--- src/rtl/hbus_split16_pkg.sv ---
package hbus_split16_pkg;

  typedef enum logic [1:0] {
    ST_IDLE = 2'd0,
    ST_CYC  = 2'd1,
    ST_GAP  = 2'd2,
    ST_DONE = 2'd3
  } split_state_e;

  function automatic logic [31:0] rev_bytes32(input logic [31:0] v);
    return {v[7:0], v[15:8], v[23:16], v[31:24]};
  endfunction

  function automatic logic [15:0] swap_bytes16(input logic [15:0] v);
    return {v[7:0], v[15:8]};
  endfunction

endpackage

--- src/rtl/hbus_split16_lanes.sv ---
module hbus_split16_lanes
  import hbus_split16_pkg::*;
(
  input  logic        wide,
  input  logic        half_sel,
  input  logic        bswap,
  input  logic        wswap,
  input  logic        idx,
  input  logic [31:0] wdata,
  input  logic [3:0]  be,
  input  logic [15:0] rd_first,
  input  logic [15:0] rd_last,
  output logic        off,
  output logic [15:0] wd16,
  output logic [1:0]  be2,
  output logic [31:0] rd32
);

  logic [31:0] w_t;
  logic [31:0] r_t;
  logic [15:0] n_d;
  logic [15:0] r_n;
  logic [1:0]  n_b;

  always_comb begin
    w_t = bswap ? rev_bytes32(wdata) : wdata;
    n_d = half_sel ? wdata[31:16] : wdata[15:0];
    n_b = half_sel ? be[3:2] : be[1:0];
    r_t = {rd_last, rd_first};
    r_n = bswap ? swap_bytes16(rd_last) : rd_last;
    if (wide) begin
      off  = idx ^ wswap;
      wd16 = idx ? w_t[31:16] : w_t[15:0];
      be2  = 2'b11;
      rd32 = bswap ? rev_bytes32(r_t) : r_t;
    end else begin
      off  = half_sel ^ wswap;
      wd16 = bswap ? swap_bytes16(n_d) : n_d;
      be2  = bswap ? {n_b[0], n_b[1]} : n_b;
      rd32 = half_sel ? {r_n, 16'h0000} : {16'h0000, r_n};
    end
  end

endmodule

--- src/rtl/hbus_split16_wait.sv ---
module hbus_split16_wait #(
  parameter int TO_W = 8
) (
  input  logic            clk,
  input  logic            rst_n,
  input  logic            run,
  input  logic [TO_W-1:0] limit,
  output logic            expired
);

  logic [TO_W-1:0] cnt_q, cnt_d;

  assign expired = run && (cnt_q == limit);

  always_comb begin
    cnt_d = cnt_q;
    if (!run)
      cnt_d = '0;
    else if (!expired)
      cnt_d = cnt_q + 1'b1;
  end

  always_ff @(posedge clk or negedge rst_n) begin
    if (!rst_n) cnt_q <= '0;
    else        cnt_q <= cnt_d;
  end

  // the wait count never passes the programmed limit
  p_cnt_bound_r10: assert property (@(posedge clk) disable iff (!rst_n)
    run |-> (cnt_q <= limit));

endmodule

--- src/rtl/hbus_split16.sv ---
module hbus_split16
  import hbus_split16_pkg::*;
#(
  parameter int NUM_SLOTS = 5,
  parameter int SLOT_W    = $clog2(NUM_SLOTS),
  parameter int ADDR_W    = 12,
  parameter int TO_W      = 8
) (
  input  logic              clk,
  input  logic              rst_n,
  input  logic              host_req,
  input  logic              host_we,
  input  logic [ADDR_W-1:1] host_addr,
  input  logic [3:0]        host_be,
  input  logic [31:0]       host_wdata,
  input  logic [SLOT_W-1:0] host_slot,
  output logic              host_done,
  output logic [31:0]       host_rdata,
  output logic              host_berr,
  input  logic [NUM_SLOTS-1:0] cfg_bswap,
  input  logic [NUM_SLOTS-1:0] cfg_wswap,
  input  logic [TO_W-1:0]   cfg_timeout,
  output logic              per_req,
  output logic              per_we,
  output logic [ADDR_W-1:1] per_addr,
  output logic [1:0]        per_be,
  output logic [15:0]       per_wdata,
  output logic [SLOT_W-1:0] per_slot,
  input  logic [15:0]       per_rdata,
  input  logic              per_ack
);

  // reset: asserted asynchronously, released on a clock edge
  logic rst_meta_q, rst_s_n;
  always_ff @(posedge clk or negedge rst_n) begin
    if (!rst_n) begin
      rst_meta_q <= 1'b0;
      rst_s_n    <= 1'b0;
    end else begin
      rst_meta_q <= 1'b1;
      rst_s_n    <= rst_meta_q;
    end
  end

  split_state_e state_q, state_d;
  logic              idx_q, idx_d;
  logic [ADDR_W-1:2] addr_hi_q;
  logic              half_q, we_q, wide_q, bsw_q, wsw_q, berr_q;
  logic [3:0]        be_q;
  logic [31:0]       wdata_q, rdata_q;
  logic [15:0]       first_q;
  logic [SLOT_W-1:0] slot_q;

  logic        in_cyc, last_cyc, tmo, cap_en, first_en, fin_en;
  logic        lane_off;
  logic [31:0] lane_rd;

  assign in_cyc   = (state_q == ST_CYC);
  assign last_cyc = !wide_q || idx_q;
  assign cap_en   = (state_q == ST_IDLE) && host_req;
  assign first_en = in_cyc && per_ack && !last_cyc;
  assign fin_en   = in_cyc && (per_ack ? last_cyc : tmo);

  hbus_split16_wait #(.TO_W(TO_W)) u_wait (
    .clk     (clk),
    .rst_n   (rst_s_n),
    .run     (in_cyc),
    .limit   (cfg_timeout),
    .expired (tmo)
  );

  hbus_split16_lanes u_lanes (
    .wide     (wide_q),
    .half_sel (half_q),
    .bswap    (bsw_q),
    .wswap    (wsw_q),
    .idx      (idx_q),
    .wdata    (wdata_q),
    .be       (be_q),
    .rd_first (first_q),
    .rd_last  (per_rdata),
    .off      (lane_off),
    .wd16     (per_wdata),
    .be2      (per_be),
    .rd32     (lane_rd)
  );

  always_comb begin
    state_d = state_q;
    idx_d   = idx_q;
    unique case (state_q)
      ST_IDLE: if (host_req) begin
        state_d = ST_CYC;
        idx_d   = 1'b0;
      end
      ST_CYC: begin
        if (per_ack) begin
          if (last_cyc) state_d = ST_DONE;
          else begin
            state_d = ST_GAP;
            idx_d   = 1'b1;
          end
        end else if (tmo) begin
          state_d = ST_DONE;
        end
      end
      ST_GAP:  state_d = ST_CYC;
      default: state_d = ST_IDLE;
    endcase
  end

  always_ff @(posedge clk or negedge rst_s_n) begin
    if (!rst_s_n) begin
      state_q <= ST_IDLE;
      idx_q   <= 1'b0;
    end else begin
      state_q <= state_d;
      idx_q   <= idx_d;
    end
  end

  always_ff @(posedge clk or negedge rst_s_n) begin
    if (!rst_s_n) begin
      addr_hi_q <= '0;
      half_q    <= 1'b0;
      we_q      <= 1'b0;
      be_q      <= '0;
      wide_q    <= 1'b0;
      wdata_q   <= '0;
      slot_q    <= '0;
      bsw_q     <= 1'b0;
      wsw_q     <= 1'b0;
    end else if (cap_en) begin
      addr_hi_q <= host_addr[ADDR_W-1:2];
      half_q    <= host_addr[1];
      we_q      <= host_we;
      be_q      <= host_be;
      wide_q    <= (host_be == 4'hF);
      wdata_q   <= host_wdata;
      slot_q    <= host_slot;
      bsw_q     <= cfg_bswap[host_slot];
      wsw_q     <= cfg_wswap[host_slot];
    end
  end

  always_ff @(posedge clk or negedge rst_s_n) begin
    if (!rst_s_n)      first_q <= '0;
    else if (first_en) first_q <= per_rdata;
  end

  always_ff @(posedge clk or negedge rst_s_n) begin
    if (!rst_s_n) begin
      rdata_q <= '0;
      berr_q  <= 1'b0;
    end else if (fin_en) begin
      rdata_q <= per_ack ? (we_q ? 32'h0 : lane_rd) : 32'hFFFF_FFFF;
      berr_q  <= !per_ack;
    end
  end

  assign per_req    = in_cyc;
  assign per_we     = we_q;
  assign per_addr   = {addr_hi_q, lane_off};
  assign per_slot   = slot_q;
  assign host_done  = (state_q == ST_DONE);
  assign host_berr  = host_done && berr_q;
  assign host_rdata = rdata_q;

  // completion is a single-cycle pulse
  p_done_pulse_r9: assert property (@(posedge clk) disable iff (!rst_s_n)
    host_done |=> !host_done);

  // a bus error always returns all ones
  p_berr_ones_r10: assert property (@(posedge clk) disable iff (!rst_s_n)
    host_berr |-> (host_rdata == 32'hFFFF_FFFF));

  // an unanswered request holds and keeps its address and data
  p_req_hold_r8: assert property (@(posedge clk) disable iff (!rst_s_n)
    (per_req && !per_ack && !tmo) |=> (per_req && $stable(per_addr) && $stable(per_wdata)));

  // after the first half of a 32-bit access, a gap and no completion
  p_wide_gap_r7: assert property (@(posedge clk) disable iff (!rst_s_n)
    (per_req && per_ack && wide_q && !idx_q) |=> (!per_req && !host_done));

  // a narrow access completes right after its single acknowledge
  p_narrow_one_r6: assert property (@(posedge clk) disable iff (!rst_s_n)
    (per_req && per_ack && !wide_q) |=> (host_done && !host_berr));

  // a request during the completion cycle starts nothing
  p_busy_ignore_r11: assert property (@(posedge clk) disable iff (!rst_s_n)
    (host_done && host_req) |=> !per_req);

endmodule

--- config.mk ---
export PLATFORM = sky130hd
export DESIGN_NAME = hbus_split16
export DESIGN_NICKNAME = d
export VERILOG_FILES = /design/src/rtl/hbus_split16_pkg.sv /design/src/rtl/hbus_split16_lanes.sv /design/src/rtl/hbus_split16_wait.sv /design/src/rtl/hbus_split16.sv
export SDC_FILE = /design/constraint.sdc
export NUM_CORES = 1
export LEC_CHECK = 0
export BUFFER_PORTS_ARGS = -buffer_cell sky130_fd_sc_hd__clkbuf_2
export CORE_AREA = 3 3 118 120
export CTS_CLUSTER_SIZE = 30
export DETAILED_ROUTE_END_ITERATION = 8
export DIE_AREA = 0 0 121 123
export PLACE_DENSITY_LB_ADDON = 0.12
export SLEW_MARGIN = 15
export SYNTH_ARGS = -nofsm -noshare
export SYNTH_HDL_FRONTEND = slang
export SYNTH_SLANG_ARGS = --single-unit
--- constraint.sdc ---
create_clock -name clk -period 3.7 [get_ports clk]
set_input_delay 0.37 -clock clk [delete_from_list [all_inputs] [get_ports clk]]
set_output_delay 0.37 -clock clk [all_outputs]
set_load 0.05 [all_outputs]
# Word level (Yosys, flattened, before mapping)
# Cells that the tools add are included.
[word_totals] regBits=116 latch_bits=0 ram_bits=0 mem_bits_ro=0 input_bits=89 mem_count=0
[classes] add_sub_neg=1 mul=0 div=0 magnitude_cmp=1 n_eq_ne=10 n_shift=0 muxes=31 bitwise=2 n_reduce_logical=14
[ops] operator="32-bit two-way mux" count=6
[ops] operator="16-bit two-way mux" count=5
[ops] operator="8-bit two-way mux" count=2
[ops] operator="2-bit two-way mux" count=6
[ops] operator="8-bit by 1-bit adder with 8-bit output (second input constant)" count=1
[ops] operator="8-bit equality test" count=1
[ops] operator="1-bit two-way mux" count=8
[ops] operator="2-bit inequality test (second input constant)" count=4
[ops] operator="1-bit binary-select mux with 3-bit select" count=2
[ops] operator="1-bit logical AND" count=6
[ops] operator="2-bit case mux with 3 select lines" count=1
[ops] operator="2-bit equality test (second input constant)" count=2
[ops] operator="4-bit equality test (second input constant)" count=1
[ops] operator="3-bit by 4-bit less-than comparator with 1-bit output (second input constant)" count=1
[ops] operator="4-bit AND reduction" count=1
[ops] operator="1-bit logical NOT" count=3
[ops] operator="3-bit by 2-bit inequality test with 1-bit output (second input constant)" count=1
[ops] operator="2-bit by 1-bit equality test with 1-bit output (second input constant)" count=1
[ops] operator="2-bit logical NOT" count=1
[ops] operator="1-bit case mux with 2 select lines" count=1
[ops] operator="2-bit AND reduction" count=1
[ops] operator="2-bit nonzero test" count=1
[ops] operator="1-bit bitwise XOR" count=2
[ops] operator="1-bit logical OR" count=1

# Logic depth before layout (Yosys ltp)
[depth] word_depth=5 depth_mapped=6 ltp_nobuf=5

# Modules after synthesis
# From an unflattened synthesis, not the netlist that was laid out.
[hier_totals] cells_unflattened=664 area_unflattened_um2=6831.6
[by_module_without_submodules] module="hbus_split16" instances=1 cells_each=424 area_per_inst_um2=4454.3 seq_area_each_um2=2702.6
[by_module_without_submodules] module="hbus_split16_lanes" instances=1 cells_each=176 area_per_inst_um2=1801.7 seq_area_each_um2=0.0
[by_module_without_submodules] module="hbus_split16_wait" instances=1 cells_each=64 area_per_inst_um2=575.6 seq_area_each_um2=200.2

# Worst setup path before layout
# No wires, ideal clock.
[synth_timing] path_type="flip-flop to output port" startpoint="register wide_q" endpoint="output per_wdata[10]" t_arrival_ns=2.102 t_required_ns=3.330 slack_ns=1.228 stages_incl_launch_ff=7 cell_sequence="dfrtp_1 -> buf_6 -> buf_6 -> o21ai_2 -> clkbuf_1 -> nand2_1 -> a31oi_1"
[synth_between] elab_chain_cells=1
[synth_lines] item="from (decl)" line_no="hbus_split16.sv:48" rtl="logic half_q, we_q, wide_q, bsw_q, wsw_q, berr_q;"
[synth_lines] item="from (signal assigned)" line_no="hbus_split16.sv:138" rtl="wide_q <= (host_be == 4'hF);"
[synth_lines] item="16-bit two-way mux" line_no="hbus_split16_lanes.sv:31" rtl="if (wide) begin"
[synth_lines] item="to (decl)" line_no="hbus_split16.sv:27" rtl="output logic [15:0] per_wdata,"
# Every way passes these cells.

# Worst setup path after layout
[layout_timing] startpoint="register wide_q" endpoint="output per_wdata[12]"
# The elaborated chain is that of the path after synthesis.

==> results.txt <==
Walking the worst path, the cells encountered are nand2_1 -> o21a_1 -> nand2_1 -> a31oi_1 -> clkbuf_2. Once detail routing completed, the nets flagged for antenna violations numbered 0. The worst slew margin relative to its limit came out at 0.281.

The worst setup path is launched from a flip-flop. The library cell used most frequently in the layout, excluding fill and tap cells, is nand2_1. The mean post-synth cell area came out at 8.98 sq um. The area added between synthesis and finish is 22.8%, and the worst-case hold slack is 0.150 ns. After clock tree synthesis, the clock-pin slew on the worst setup and hold paths is 0.05 ns. Data arrives at the worst endpoint at 2.53 ns. Measured along the x axis, the die boundary spans 121 um. The post-route fraction of the period consumed by the critical path was 0.783; the number of top-level pins was 157. The tree built by TritonCTS fans out to 116 sinks. Yosys attributes the largest share of cell area to dfrtp_1, nand2_1, a211oi_1, nor2b_1, o22ai_1. Across all layers, the routed design uses 5517 vias. Subtracting the final worst setup slack from the clock period gives 2.90 ns.

The cell area that synthesis handed to floorplanning was 0.00619 sq mm. In the synthesized netlist the dominant register cell turns out to be dfrtp_1. The flow ran to the end, and the final reports show no timing, DRC or antenna violations. Counting flops and latches in the post-synthesis netlist gives 116. The number of endpoints with negative hold slack in the final report was 0. The worst hold path belongs to the class input pin to flip-flop. The total nets after synthesis is 779, and the maximum frequency from static timing analysis is 345 MHz. The synthesized design contains 0 enable-type register cells. The first routing iteration left 438 violations. Setup violations remaining at the end of the flow were counted as 0. The via count of the first global-routing pass was 5337. Cell at the root of the clock tree: clkbuf_16. The number of input and output port buffers inserted came out at 156. The top cell types in the final layout, fill and taps aside, are nand2_1, clkbuf_2, dfrtp_1. Share of flip-flops with an asynchronous set or reset after synthesis: 1.00. Global router's overall resource usage: 0.224. TritonCTS built the clock tree. The share of layout cells above drive strength 1 came out at 0.269.

At the end of the flow, the number of nets in the layout was 916. TritonCTS created 17 clock buffers. The run gives 5 as the number of detailed-routing iterations run before antenna repair.

Entering global routing, the biggest net connects 84 pins. Most frequent cell on the critical path: nand2_1. For the worst-skew pair, the clock arrives at the later sink with an insertion delay of 0.41 ns. The number of pins with negative max-slew slack in the final report is 0. IR analysis of the VDD net gives a maximum drop of 0.000865 V.

Summed over all cells, the static leakage comes to 3.74 nW. The biggest area contributor in the post-synthesis netlist is dfrtp_1. The logs give 0 for the initial antenna violation count and 0.825 for the routability congestion estimate from global placement. Standard cell with the maximum stage delay on the critical path: dfrtp_1. In this run the worst path has a maximum fanout of 16. The floorplan has 42 rows.

The sequential share of the synthesized area was 0.469. Dividing the detail-routed wire length by the instance count gives 16.2 um. Setup repair after global routing left no endpoint under its margin. The maximum clock insertion buffer count was 2. For the count of H-tree levels built during CTS, the log shows 4. The logs give 0 ns for the accumulated negative setup slack and 16.4 mm for the total wire length. The tools report the type of element capturing the critical path as an output pin. In the routed design, unresolved DRC markers number 0. The tools report the global-route wire length before repair as 26.4 mm. The max-capacitance violation count was 0; the floorplan die area was 0.0149 sq mm. The distinct cell type count after synthesis was 49; the overall die height was 123 um. The area of the core was 0.0131 sq mm; the starting density of the core was 0.473. Once the clock tree was built, the resizer swapped 0 gates to a different size.

The slew at the pin with the worst max-slew slack works out to 1.08 ns. The half-perimeter wire length of the detailed placement result was 11.2 mm. The synthesis warning total is 0. The repair_antennas step left the layout with diodes totalling 0.

On the worst path, the slowest cell contributes a delay of 0.62 ns. Synthesis handed over a netlist of 689 instances. The area share of the largest cell type after synthesis is 0.469.

Dividing the detail-routed via count by the number of cells gives 5.45. Clock skew on the completed layout was measured at 0.00903 ns. For this design the ratio of total power to cell area is 1050 mW/mm^2. Data on the critical path is required at its endpoint by 3.33 ns.

The tools report the global-route congestion overflow total as 0. The worst setup path is of the flip-flop to output pin kind.
## metrics by stage
stage / setup slack [ns] / util / power [mW] / std cells / instance area [sq um]
2_1_floorplan: 0.229 / - / 5.53 / 689 / 6190
3_5_place_dp: 1.25 / 0.536 / 6.50 / 981 / 7020
4_1_cts: 0.819 / 0.579 / 8.05 / 1012 / 7570
5_1_grt: 0.645 / 0.580 / 8.50 / 1013 / 7590
3_3_place_gp: 1.34 / 0.536 / 6.40 / 981 / 7020
6_report: 0.803 / 0.580 / 8.00 / 1013 / 7590
## critical path: cells and delay by family, from the launching register on
kind            cells  cell delay, ns
flops               1            0.62
buf+inv             1            0.34
compound gates      2            0.82
simple gates        2            0.34
## power breakdown
part / switching (mW) / internal, mW
clock network: 0.538 / 0.981
logic: 2.97 / 1.16
registers: 0.537 / 1.81
## cells in the mapped netlist (3+ instances only)
cell and n:
a2111o_1 4, a2111oi_0 16, a211oi_1 32, a21oi_1 40, a31oi_1 18, and2_1 5
buf_2 12, buf_4 4, buf_6 4, clkbuf_1 28, dfrtp_1 116, inv_1 33
mux2_1 7, mux2_4 9, mux2i_1 18, mux4_2 4, nand2_1 196, nand2b_1 4
nand3_1 4, nand4_1 3, nor2_1 22, nor2b_1 35, o21ai_0 6, o21ai_2 3
o22ai_1 33, xor2_1 7
## cell type report
type / instances / area [sq um]
Tap cell: 176 / 220
Inverter: 34 / 128
Sequential cell: 116 / 2910
Fill cell: 1212 / 5490
Timing Repair Buffer: 168 / 898
Clock buffer: 25 / 495
Clock inverter: 5 / 50.0
Multi-Input combinational cell: 489 / 2900
## layer usage
layer	wire (um)	track usage
met4	386	0.0935
met1	6890	0.282
met2	8150	0.374
met5	0	0
met3	961	0.0526
## path summary, 6_finish.rpt
kind                                 from               to  slack, ns  cells past startpoint
max                                wide_q    per_wdata[12]       0.80                      5
min                        host_wdata[21]      wdata_q[21]       0.15                      3
max reg2reg                        wide_q    host_rdata[7]       1.25                      5
min reg2reg                       rst_s_n     addr_hi_q[8]       0.34                      0
max in group asynchronous         rst_s_n  u_wait.cnt_q[2]       2.48                      2
min in group asynchronous           rst_n       rst_meta_q       0.28                      2
## sequential cells by signal, summed over array words and instances (netlist names)
signal	count
host_rdata	32
wdata_q	32
first_q	16
addr_hi_q	10
u_wait.cnt_q	8
be_q	4
per_slot	3
state_q	2
berr_q	1
bsw_q	1
half_q	1
idx_q	1
per_we	1
rst_meta_q	1
rst_s_n	1
wide_q	1
wsw_q	1
## what timing repair did
item                                   4_1_cts  5_1_grt
endpoints found under the hold margin        2        0
hold buffers                                 1        0
setup buffers                                0        0
## cells by family after synthesis
kind of cell    synth area share
xor+xnor                  0.0140
flops                      0.469
compound gates             0.170
mux                       0.0805
fa+ha+maj                0.00202
buf+inv                   0.0633
other cells             0.000606
simple gates               0.200
Note: power is estimated with default switching activity, not from simulation.
